File: src/rtl/irq_enc_pkg.sv
package irq_enc_pkg;
  localparam int NSRC = 13;
  localparam int DW   = 16;
  localparam int AW   = 6;
  localparam int LW   = 4;

  localparam logic [AW-1:0] OFF_MASK = 6'h00;
  localparam logic [AW-1:0] OFF_PWR  = 6'h30;
  localparam logic [AW-1:0] OFF_VER  = 6'h32;
  localparam logic [AW-1:0] OFF_OUT  = 6'h36;

  localparam logic [DW-1:0] VER_VAL  = 16'h0010;
  localparam logic [LW-1:0] IDLE_LVL = 4'hF;

  // Position of a source's bit in the pending word and in the mask.
  function automatic int src_bit(input int s);
    case (s)
      0:       return 11;
      1:       return 9;
      2:       return 8;
      3:       return 12;
      4:       return 10;
      5:       return 6;
      6:       return 5;
      7:       return 4;
      8:       return 7;
      9:       return 14;
      10:      return 13;
      11:      return 0;
      12:      return 15;
      default: return 1;
    endcase
  endfunction

  // Lowest-numbered qualifying source, inverted; idle level 15 -> code 0.
  function automatic logic [LW-1:0] pick_code(input logic [DW-1:0] qual);
    logic [LW-1:0] lvl;
    lvl = IDLE_LVL;
    for (int s = NSRC - 1; s >= 0; s--) begin
      if (qual[src_bit(s)]) lvl = LW'(s);
    end
    return lvl ^ IDLE_LVL;
  endfunction
endpackage

File: src/rtl/irq_mon_map.sv
module irq_mon_map
  import irq_enc_pkg::*;
#(
  parameter int N_SRC = NSRC,
  parameter int D_W   = DW
) (
  input  logic [N_SRC-1:0] req,
  output logic [D_W-1:0]   mon
);
  always_comb begin
    mon = '0;
    for (int s = 0; s < N_SRC; s++) begin
      mon[src_bit(s)] = req[s];
    end
  end
endmodule

File: src/rtl/irq_prio_enc.sv
module irq_prio_enc
  import irq_enc_pkg::*;
#(
  parameter int D_W = DW,
  parameter int L_W = LW
) (
  input  logic           clk,
  input  logic           rst_n,
  input  logic [D_W-1:0] mon,
  input  logic [D_W-1:0] mask,
  output logic           qual_any,
  output logic [L_W-1:0] code_q
);
  logic [D_W-1:0] qual;

  assign qual     = mon & mask;
  assign qual_any = |qual;

  always_ff @(posedge clk or negedge rst_n) begin
    if (!rst_n) code_q <= '0;
    else        code_q <= L_W'(pick_code(DW'(qual)));
  end
endmodule

File: src/rtl/irq_regfile.sv
module irq_regfile
  import irq_enc_pkg::*;
#(
  parameter int D_W = DW,
  parameter int A_W = AW
) (
  input  logic           clk,
  input  logic           rst_n,
  input  logic           sel,
  input  logic           wr,
  input  logic [A_W-1:0] addr,
  input  logic [D_W-1:0] wdata,
  output logic [D_W-1:0] rdata,
  output logic [D_W-1:0] mask_q,
  output logic [D_W-1:0] outp_q,
  output logic           pwr_q
);
  logic wr_mask, wr_out, wr_pwr_go;

  assign wr_mask   = sel && wr && (addr == A_W'(OFF_MASK));
  assign wr_out    = sel && wr && (addr == A_W'(OFF_OUT));
  assign wr_pwr_go = sel && wr && (addr == A_W'(OFF_PWR)) && wdata[0];

  always_ff @(posedge clk or negedge rst_n) begin
    if (!rst_n) begin
      mask_q <= '0;
      outp_q <= '0;
      pwr_q  <= 1'b0;
    end else begin
      if (wr_mask) mask_q <= wdata;
      if (wr_out)  outp_q <= wdata;
      pwr_q <= wr_pwr_go;
    end
  end

  always_comb begin
    rdata = '0;
    if (addr == A_W'(OFF_MASK))     rdata = mask_q;
    else if (addr == A_W'(OFF_OUT)) rdata = outp_q;
    else if (addr == A_W'(OFF_VER)) rdata = D_W'(VER_VAL);
  end
endmodule

File: src/rtl/prio_irq_encoder.sv
module prio_irq_encoder
  import irq_enc_pkg::*;
#(
  parameter int N_SRC = NSRC,
  parameter int D_W   = DW,
  parameter int A_W   = AW,
  parameter int L_W   = LW
) (
  input  logic             clk,
  input  logic             rst_n,
  input  logic [N_SRC-1:0] irq_req,
  input  logic             bus_sel,
  input  logic             bus_wr,
  input  logic [A_W-1:0]   bus_addr,
  input  logic [D_W-1:0]   bus_wdata,
  output logic [D_W-1:0]   bus_rdata,
  output logic [D_W-1:0]   out_port,
  output logic [L_W-1:0]   irl_code,
  output logic             pwr_off_req
);
  logic [D_W-1:0] mon_word;
  logic [D_W-1:0] mask_word;
  logic           qual_any;

  irq_mon_map #(.N_SRC(N_SRC), .D_W(D_W)) u_map (
    .req (irq_req),
    .mon (mon_word)
  );

  irq_regfile #(.D_W(D_W), .A_W(A_W)) u_regs (
    .clk    (clk),
    .rst_n  (rst_n),
    .sel    (bus_sel),
    .wr     (bus_wr),
    .addr   (bus_addr),
    .wdata  (bus_wdata),
    .rdata  (bus_rdata),
    .mask_q (mask_word),
    .outp_q (out_port),
    .pwr_q  (pwr_off_req)
  );

  irq_prio_enc #(.D_W(D_W), .L_W(L_W)) u_enc (
    .clk      (clk),
    .rst_n    (rst_n),
    .mon      (mon_word),
    .mask     (mask_word),
    .qual_any (qual_any),
    .code_q   (irl_code)
  );
endmodule

File: config.mk
export PLATFORM = sky130hd
export DESIGN_NAME = prio_irq_encoder
export DESIGN_NICKNAME = d
export VERILOG_FILES = /design/src/rtl/irq_enc_pkg.sv /design/src/rtl/irq_mon_map.sv /design/src/rtl/irq_prio_enc.sv /design/src/rtl/irq_regfile.sv /design/src/rtl/prio_irq_encoder.sv
export SDC_FILE = /design/constraint.sdc
export NUM_CORES = 1
export LEC_CHECK = 0
export BUFFER_PORTS_ARGS = -buffer_cell sky130_fd_sc_hd__buf_4
export CAP_MARGIN = 20
export CORE_ASPECT_RATIO = 0.8
export CORE_MARGIN = 2
export CORE_UTILIZATION = 47
export DETAILED_ROUTE_END_ITERATION = 12
export GPL_ROUTABILITY_DRIVEN = 1
export MAX_ROUTING_LAYER = met4
export PLACE_DENSITY_LB_ADDON = 0.08
export SLEW_MARGIN = 25
export SYNTH_ARGS = -nofsm -noshare
export SYNTH_HDL_FRONTEND = slang
export SYNTH_SLANG_ARGS = --single-unit
export TNS_END_PERCENT = 30
File: constraint.sdc
create_clock -name clk -period 2.8 [get_ports clk]
set_input_delay 0.7 -clock clk [delete_from_list [all_inputs] [get_ports clk]]
set_output_delay 0.7 -clock clk [all_outputs]
set_load 0.03 [all_outputs]
==> summary.md, run 1 <==
The count of hold-fix buffers inserted at cts is 0. In the final design database the tool counted 251 nets. Global-route total usage across every layer: 21.1%. For the number of routed nets with antenna violations, the log shows 0. In this run, CTS created clock tree buffers numbering 5. In this run, distinct cell masters in the synthesized netlist total 29. Post-synthesis area per instance: 13.3 um^2. Leaving out fill and tap cells, the most frequent cell in the layout is sky130_fd_sc_hd__buf_4. In this run, flip-flops and latches consume 50.6% of the power. The root buffer selected by CTS is sky130_fd_sc_hd__clkbuf_8. The x dimension of the die works out to 72.6 um.

Before antenna repair, the detailed router went through 4 iterations. For this design the total switching power over the nets is 348 uW. For the number of antenna violations at the first check in global routing, the log shows 0.

Setup repair after global routing left no endpoint under its margin. For the final routed database, the setup TNS stands at 0 ns. The number of fill cells in the layout is 263, and the proportion of synthesized chip area in sequential cells is 52.4%. The post-synthesis net count is 172, and the maximum level of the CTS H-tree is 2.

The setup path with the least slack is of type input port to output port. Dividing the detail-routed via count by the number of cells gives 5.49. Summed over all cells, the static leakage comes to 1.34 nW. The detailed router placed 1,389 vias in this run. The startpoint of the worst setup timing path was bus_addr[1].

The number of placed instances, taps included, is 247. For this design the ratio of total power to cell area is 497 nW/um^2. The type of the tightest min-delay check was input port to async pin.

The antenna diode count came out at 0. The run finished with clean final reports. Summed over all nets, the half-perimeter wirelength after detailed placement is 3180 um. Wires add up to 4300 um. After floorplanning, the core was divided into 19 placement rows. The post-cts resize count was 0. STA puts the critical path data arrival time at 2.04 ns.

At the pin with the least slew margin, the transition time is 0.460 ns. The category of the worst setup path launch point was an input port. The tools report the kind of end point of the critical path as an output port. In this run switching power makes up 28.2% of total power. The tools report the placed standard-cell area as 2410 um^2. Between clock sinks in the finished design, the worst skew comes to 0.00199 ns. The count of cells in the finished layout, fillers not included, comes to 253. The core region is 3520 um^2. Cells with a size suffix above 1 make up 62.1% of the layout. The count of buffers inserted at the top-level ports came out at 75. During synthesis, Yosys emitted a total of 0 warnings. For this run, the top clock speed supported by timing is 366 MHz. Setup violations remaining at the end of the flow were counted as 0. The area added between synthesis and finish is 40.4%.

TritonCTS built the clock tree. After layout, the minimum clock period comes to 2.74 ns. The share of total power dissipated in combinational logic is 22.6%. The internal power component was 885 uW. The run gives 0 as the number of max-slew violations in the final report.

In the finished design, the share of the clock period the worst path needs comes to 97.7%. The initial utilization of the core area, before any placement, comes to 50.2%. The I/O pin count was 76. The tools report the maximum resistive drop on vdd as 0.395 mV.

The run gives 0 as the DRC violation count after routing. The flop-to-flop setup slack came out at 1.55 ns. Final non-filler cell area: 2480 um^2. The mapped netlist covers 1770 um^2. The logs give 0 for the reported max-cap violation count and 0 for the number of buffers inserted to repair setup after CTS. The launching point of the worst reg2reg path is u_regs.mask_q[14]. The number of global-route vias before repair was 1,317. The share of async-settable or async-resettable flops after synthesis works out to 100%. The run gives 0.27 ns as the clock insertion delay at the later pin of the skew report.

The tools report the DRC violation total after the first TritonRoute iteration as 83. The most used flip-flop cell after synthesis is sky130_fd_sc_hd__dfrtp_1. Largest fanout on the critical path: 17.

The top cell types in the final layout, fill and taps aside, are sky130_fd_sc_hd__buf_4 (76), sky130_fd_sc_hd__dfrtp_1 (37), sky130_fd_sc_hd__mux2_2 (22). For the number of instances in the synthesized netlist, the log shows 133. The worst-case reg-to-reg path depth was 4; the weighted congestion at the end of routability-driven global placement was 0.861. The die is 58.9 um tall. Cells fill 70.6% of the core in the end.

Endpoint required time on the critical path: 2.10 ns. The clock share of power was 26.8%. The wire length of the first global-routing pass came out at 6550 um.

The tightest slew margin relative to the limit was 69.3%; the hold violation count in the final report was 0. Destination of the worst register-to-register timing path: u_enc.code_q[1]. For this run the aggregate overflow at the end of global routing stands at 0. After detailed routing, the average wire length per cell comes to 17.0 um.

The run gives 2 as the buffer depth of the longest clock path. Clock edge transition at the registers on the reported setup and hold paths: 0.07 ns. Entering global routing, the biggest net connects 38 pins.

The clock net in this run drives a total of 37 sinks. Number of flops mapped to enable cells by yosys: 0. The die covers 4270 um^2. Final hold analysis gives a worst-case slack of 0.373 ns. Synthesis inferred 37 register bits.
[layer usage]
layer | share of wire [%] | global-route usage [%] | up-vias
li1 | - | - | 660
met1 | 44 | 29.5 | 682
met2 | 50 | 31.4 | 45
met3 | 5.7 | 4.97 | 2
met4 | 0.30 | 4.76 | 0
met5 | 0 | - | -
[power by group through the flow]
stage | sequential (mW) | clock, mW | combinational (mW)
4_1_cts | 0.624 | 0.345 | 0.280
3_5_place_dp | 0.634 | 0 | 0.280
3_3_place_gp | 0.630 | 0 | 0.274
6_report | 0.624 | 0.331 | 0.278
5_1_grt | 0.630 | 0.366 | 0.296
2_1_floorplan | 0.694 | 0 | 0.0808
[worst max path at each step]
stage	depth (start not counted)	end	slack (ns)
final	6	bus_rdata[1]	0.06
after detailed placement	6	bus_rdata[1]	0.07
after floorplan	4	bus_rdata[10]	0.0004
after global routing	6	bus_rdata[0]	0.04
after CTS	6	bus_rdata[1]	0.07
after global placement	6	bus_rdata[14]	0.1
[final cells by class]
cell class,instances,area (um^2),share of cell area [%]
sequential,37,926,37.3
multi-input combinational,90,820,33.0
timing repair buffer,78,611,24.6
clock buffer,5,68.8,2.77
tap,42,52.6,2.12
clock inverter,1,5.00,0.202
[state kept, by name (all words and copies together), names as in the netlist]
| register | flops |
|---|---|
| u_enc.code_q | 4 |
| u_regs.pwr_q | 1 |
| u_regs.outp_q | 16 |
| u_regs.mask_q | 16 |
[kinds of logic (layout without fill, tap and decap cells)]
family	Yosys count	in the layout	synth area share (%)
multiplexers	32	32	22.5
AO/OA/AOI/OAI	28	28	13.0
flip-flops	37	37	52.4
buffers and inverters	6	84	1.98
AND/OR/NAND/NOR	30	30	10.1
[worst max-delay path, stage by stage]
cell	delay [ns]
sky130_fd_sc_hd__buf_4	0.12
sky130_fd_sc_hd__or4_4	0.54
sky130_fd_sc_hd__nor3_4	0.16
sky130_fd_sc_hd__buf_12	0.18
sky130_fd_sc_hd__a22o_1	0.17
sky130_fd_sc_hd__buf_4	0.16
[metrics by stage]
step | worst slack (ns) | power (mW)
floorplan | 0.000394 | 0.775
global placement | 0.0977 | 0.904
detailed placement | 0.0728 | 0.913
CTS | 0.0729 | 1.25
global route | 0.0379 | 1.29
finish | 0.0644 | 1.23
[cells in the mapped netlist (all sizes together), types with 2 or more instances]
library cell	n	area, um^2
a21oi	3	15.0
nand4	2	12.5
and3	3	18.8
nand3	3	27.5
dfrtp	37	926
buf	3	23.8
nor3	2	21.3
mux2	32	398
clkbuf	3	11.3
nand2	15	56.3
a22o	17	149
(Power assumes the default switching activity.)
==> run 2: changes to the inputs <==
--- a/config.mk
+++ b/config.mk
@@ -7,13 +7,16 @@
 export LEC_CHECK = 0
 export BUFFER_PORTS_ARGS = -buffer_cell sky130_fd_sc_hd__buf_4
 export CAP_MARGIN = 20
+export CELL_PAD_IN_SITES_DETAIL_PLACEMENT = 0
+export CELL_PAD_IN_SITES_GLOBAL_PLACEMENT = 1
 export CORE_ASPECT_RATIO = 0.8
 export CORE_MARGIN = 2
-export CORE_UTILIZATION = 47
+export CORE_UTILIZATION = 36
 export DETAILED_ROUTE_END_ITERATION = 12
 export GPL_ROUTABILITY_DRIVEN = 1
 export MAX_ROUTING_LAYER = met4
-export PLACE_DENSITY_LB_ADDON = 0.08
+export PLACE_DENSITY = 0.86
+export SETUP_SLACK_MARGIN = 0.02
 export SLEW_MARGIN = 25
 export SYNTH_ARGS = -nofsm -noshare
 export SYNTH_HDL_FRONTEND = slang
==> summary.md, run 2 (synthesis results as in run 1) <==
Detailed placement ended at an HPWL of 3610 um. The reported max-cap violation count is 0, and the length of the first detailed-routing pass in iterations is 4. The tree is rooted in a sky130_fd_sc_hd__clkbuf_8.

In this run the core area contains 22 standard-cell rows. The total clock buffers created by CTS was 5; the count of buffers inserted at the top-level ports was 75. The largest registers in the layout are u_regs.mask_q (16), u_regs.outp_q (16), u_enc.code_q (4). In this run the worst path has a maximum fanout of 8.

The total overflow left after global routing is 0. For the pin with the worst max-slew slack, the measured transition is 0.476 ns. The overall die height was 66.7 um.

The count of nets left with antenna violations once routing finished came out at 0. The global-route met3 utilization was 3.93%. Dividing the detail-routed via count by the number of cells gives 5.21.

The slowest stage of the critical path belongs to the cell sky130_fd_sc_hd__or4_4. The endpoint required time on the critical path is 2.10 ns, and the total number of vias is 1,434. Largest net degree at the start of global routing: 38. The library cell used most frequently in the layout, excluding fill and tap cells, is sky130_fd_sc_hd__buf_4. The library cells used most frequently in the layout, excluding fill and tap cells, are sky130_fd_sc_hd__buf_4 (79), sky130_fd_sc_hd__dfrtp_1 (37), sky130_fd_sc_hd__mux2_2 (22). The clock passes through at most 2 buffers.

After detailed routing, the average wire length per cell comes to 17.5 um. Number of sinks handled by clock tree synthesis: 37. The largest single stage delay on the critical path is 0.54 ns.

From synthesis to final layout, the design area changed by 42.8%. The type of the tightest min-delay check is input port to async pin. The logs give 38.0% for the effective utilization at floorplan and 0 for the number of antenna violations at the first check in global routing. After filler insertion, the fill cell instance count of the layout stands at 421. Total power for the finished layout comes to 1.28 mW. In this run the most used layer during global routing was met2. Hold timing on the final database bottoms out at a slack of 0.361 ns. The clock period minus worst slack works out to 2.74 ns. For the post-cts resize count, the log shows 0. After layout, the worst path uses 97.8% of the clock period.

Setup violations remaining at the end of the flow were counted as 0. I/O pin count: 76. For met2 alone, demand over resource in global routing was 29.8%.

The weighted congestion at the end of routability-driven global placement was 0.786. The clock edge transition at the registers on the reported setup and hold paths is 0.08 ns, and the wire length of the first global-routing pass is 7490 um. TritonCTS built the clock tree.

For the worst-skew pair, the clock arrives at the later sink with an insertion delay of 0.29 ns. The number of setup buffers added after CTS is 0. STA classifies the critical path endpoint as an output port. The hold violation count in the final report is 0, and the maximum clock skew at final layout is 0.00622 ns. The antenna diode count was 0. Dividing total power by cell area gives a power density of 507 nW/um^2. The count of hold-fix buffers inserted at cts came out at 0. In the final layout, flip-flops and latches occupy 926 um^2.

The first routing iteration left 26 violations. The run gives 5490 um^2 as the full die area. The area inside the core boundary was 4650 um^2; the maximum level of the CTS H-tree was 2.

At the worst endpoint, the arrival time is 2.04 ns. For the final-stage net count, the log shows 253. The worst setup path is launched from an input port. In the final layout, the multi-input gates occupy 820 um^2. Cell repeated most along the worst path: sky130_fd_sc_hd__buf_4. The critical path is of the input port to output port type. The highest attainable clock frequency was 365 MHz. The met1 routing resource usage after global routing was 24.6%. The signal on the critical path passes through buf_4, or4_4, nor3_4, buf_4, a22o_1, buf_4. The analysis attributes to cell leakage a power of 1.34 nW. Setup repair after global routing could not meet its margin everywhere.

The global-route total usage across every layer came out at 19.3%. The run finished with clean final reports. Across the VDD grid, the largest voltage drop is 0.333 mV.

The post-route netlist has 62.8% of its cells at a drive strength greater than 1. Summed over all layers, the routed wires come to 4810 um. The tools report the number of global-route vias before repair as 1,486.

The logs give 0 for the number of max-slew violations in the final report and 0 for the DRC violation count after routing. The tools report the tightest slew margin relative to the limit as 68.2%. X dimension of the die: 82.4 um.
==> run 2: cell types whose count changed in the layout (fill, tap and decap cells not counted) <==
cell	previous run	this run
sky130_fd_sc_hd__buf_12	2	1
sky130_fd_sc_hd__clkinvlp_4	0	3
sky130_fd_sc_hd__buf_4	76	79
sky130_fd_sc_hd__clkinv_2	1	0
==> run 2: cell type report <==
cell class	instances	share of cell area, %
multi-input combinational	90	32.5
clock buffer	5	2.73
sequential	37	36.7
timing repair buffer	80	24.3
tap	60	2.97
clock inverter	3	0.892
==> run 2: path summary, 6_finish.rpt <==
kind	from	to	slack (ns)	cells past startpoint
max	bus_addr[1]	bus_rdata[5]	0.06	6
min in group clk	u_regs.mask_q[1]	u_regs.mask_q[1]	0.52	1
max in group asynchronous	rst_n	u_regs.mask_q[1]	2.10	1
min reg2reg	u_regs.mask_q[1]	u_regs.mask_q[1]	0.52	1
min	rst_n	u_regs.outp_q[11]	0.36	1
max reg2reg	u_regs.mask_q[7]	u_enc.code_q[1]	1.52	4
==> run 2: metrics by stage <==
step           worst slack [ns]  std cells  utilization (%)  instance area [um^2]   TNS, ns
2_1_floorplan            0.0925        133                -                  1780         0
5_1_grt                -0.00272        275             54.3                  2520  -0.00272
3_3_place_gp             0.0764        267             52.3                  2430         0
3_5_place_dp             0.0517        267             52.3                  2430         0
6_report                 0.0606        275             54.3                  2520         0
4_1_cts                  0.0515        275             54.3                  2520         0
==> run 2: power breakdown <==
group          leakage, nW  total [mW]  internal (mW)  switching, mW
sequential           0.501       0.624          0.586         0.0380
clock               0.0364       0.375          0.175          0.201
combinational        0.804       0.280          0.135          0.145
==> run 2: critical path, delay by kind of cell <==
kind	cells	cell delay, ns
and+or+nand+nor	2	0.68
buffers and inverters	3	0.49
AOI/OAI and AO/OA	1	0.16
==> run 2: layer usage <==
| layer | vias to the layer above | share of wire, % |
|---|---|---|
| met2 | 56 | 47 |
| met1 | 704 | 45 |
| met5 | - | 0 |
| met3 | 9 | 6.3 |
| li1 | 665 | - |
| met4 | 0 | 1.8 |
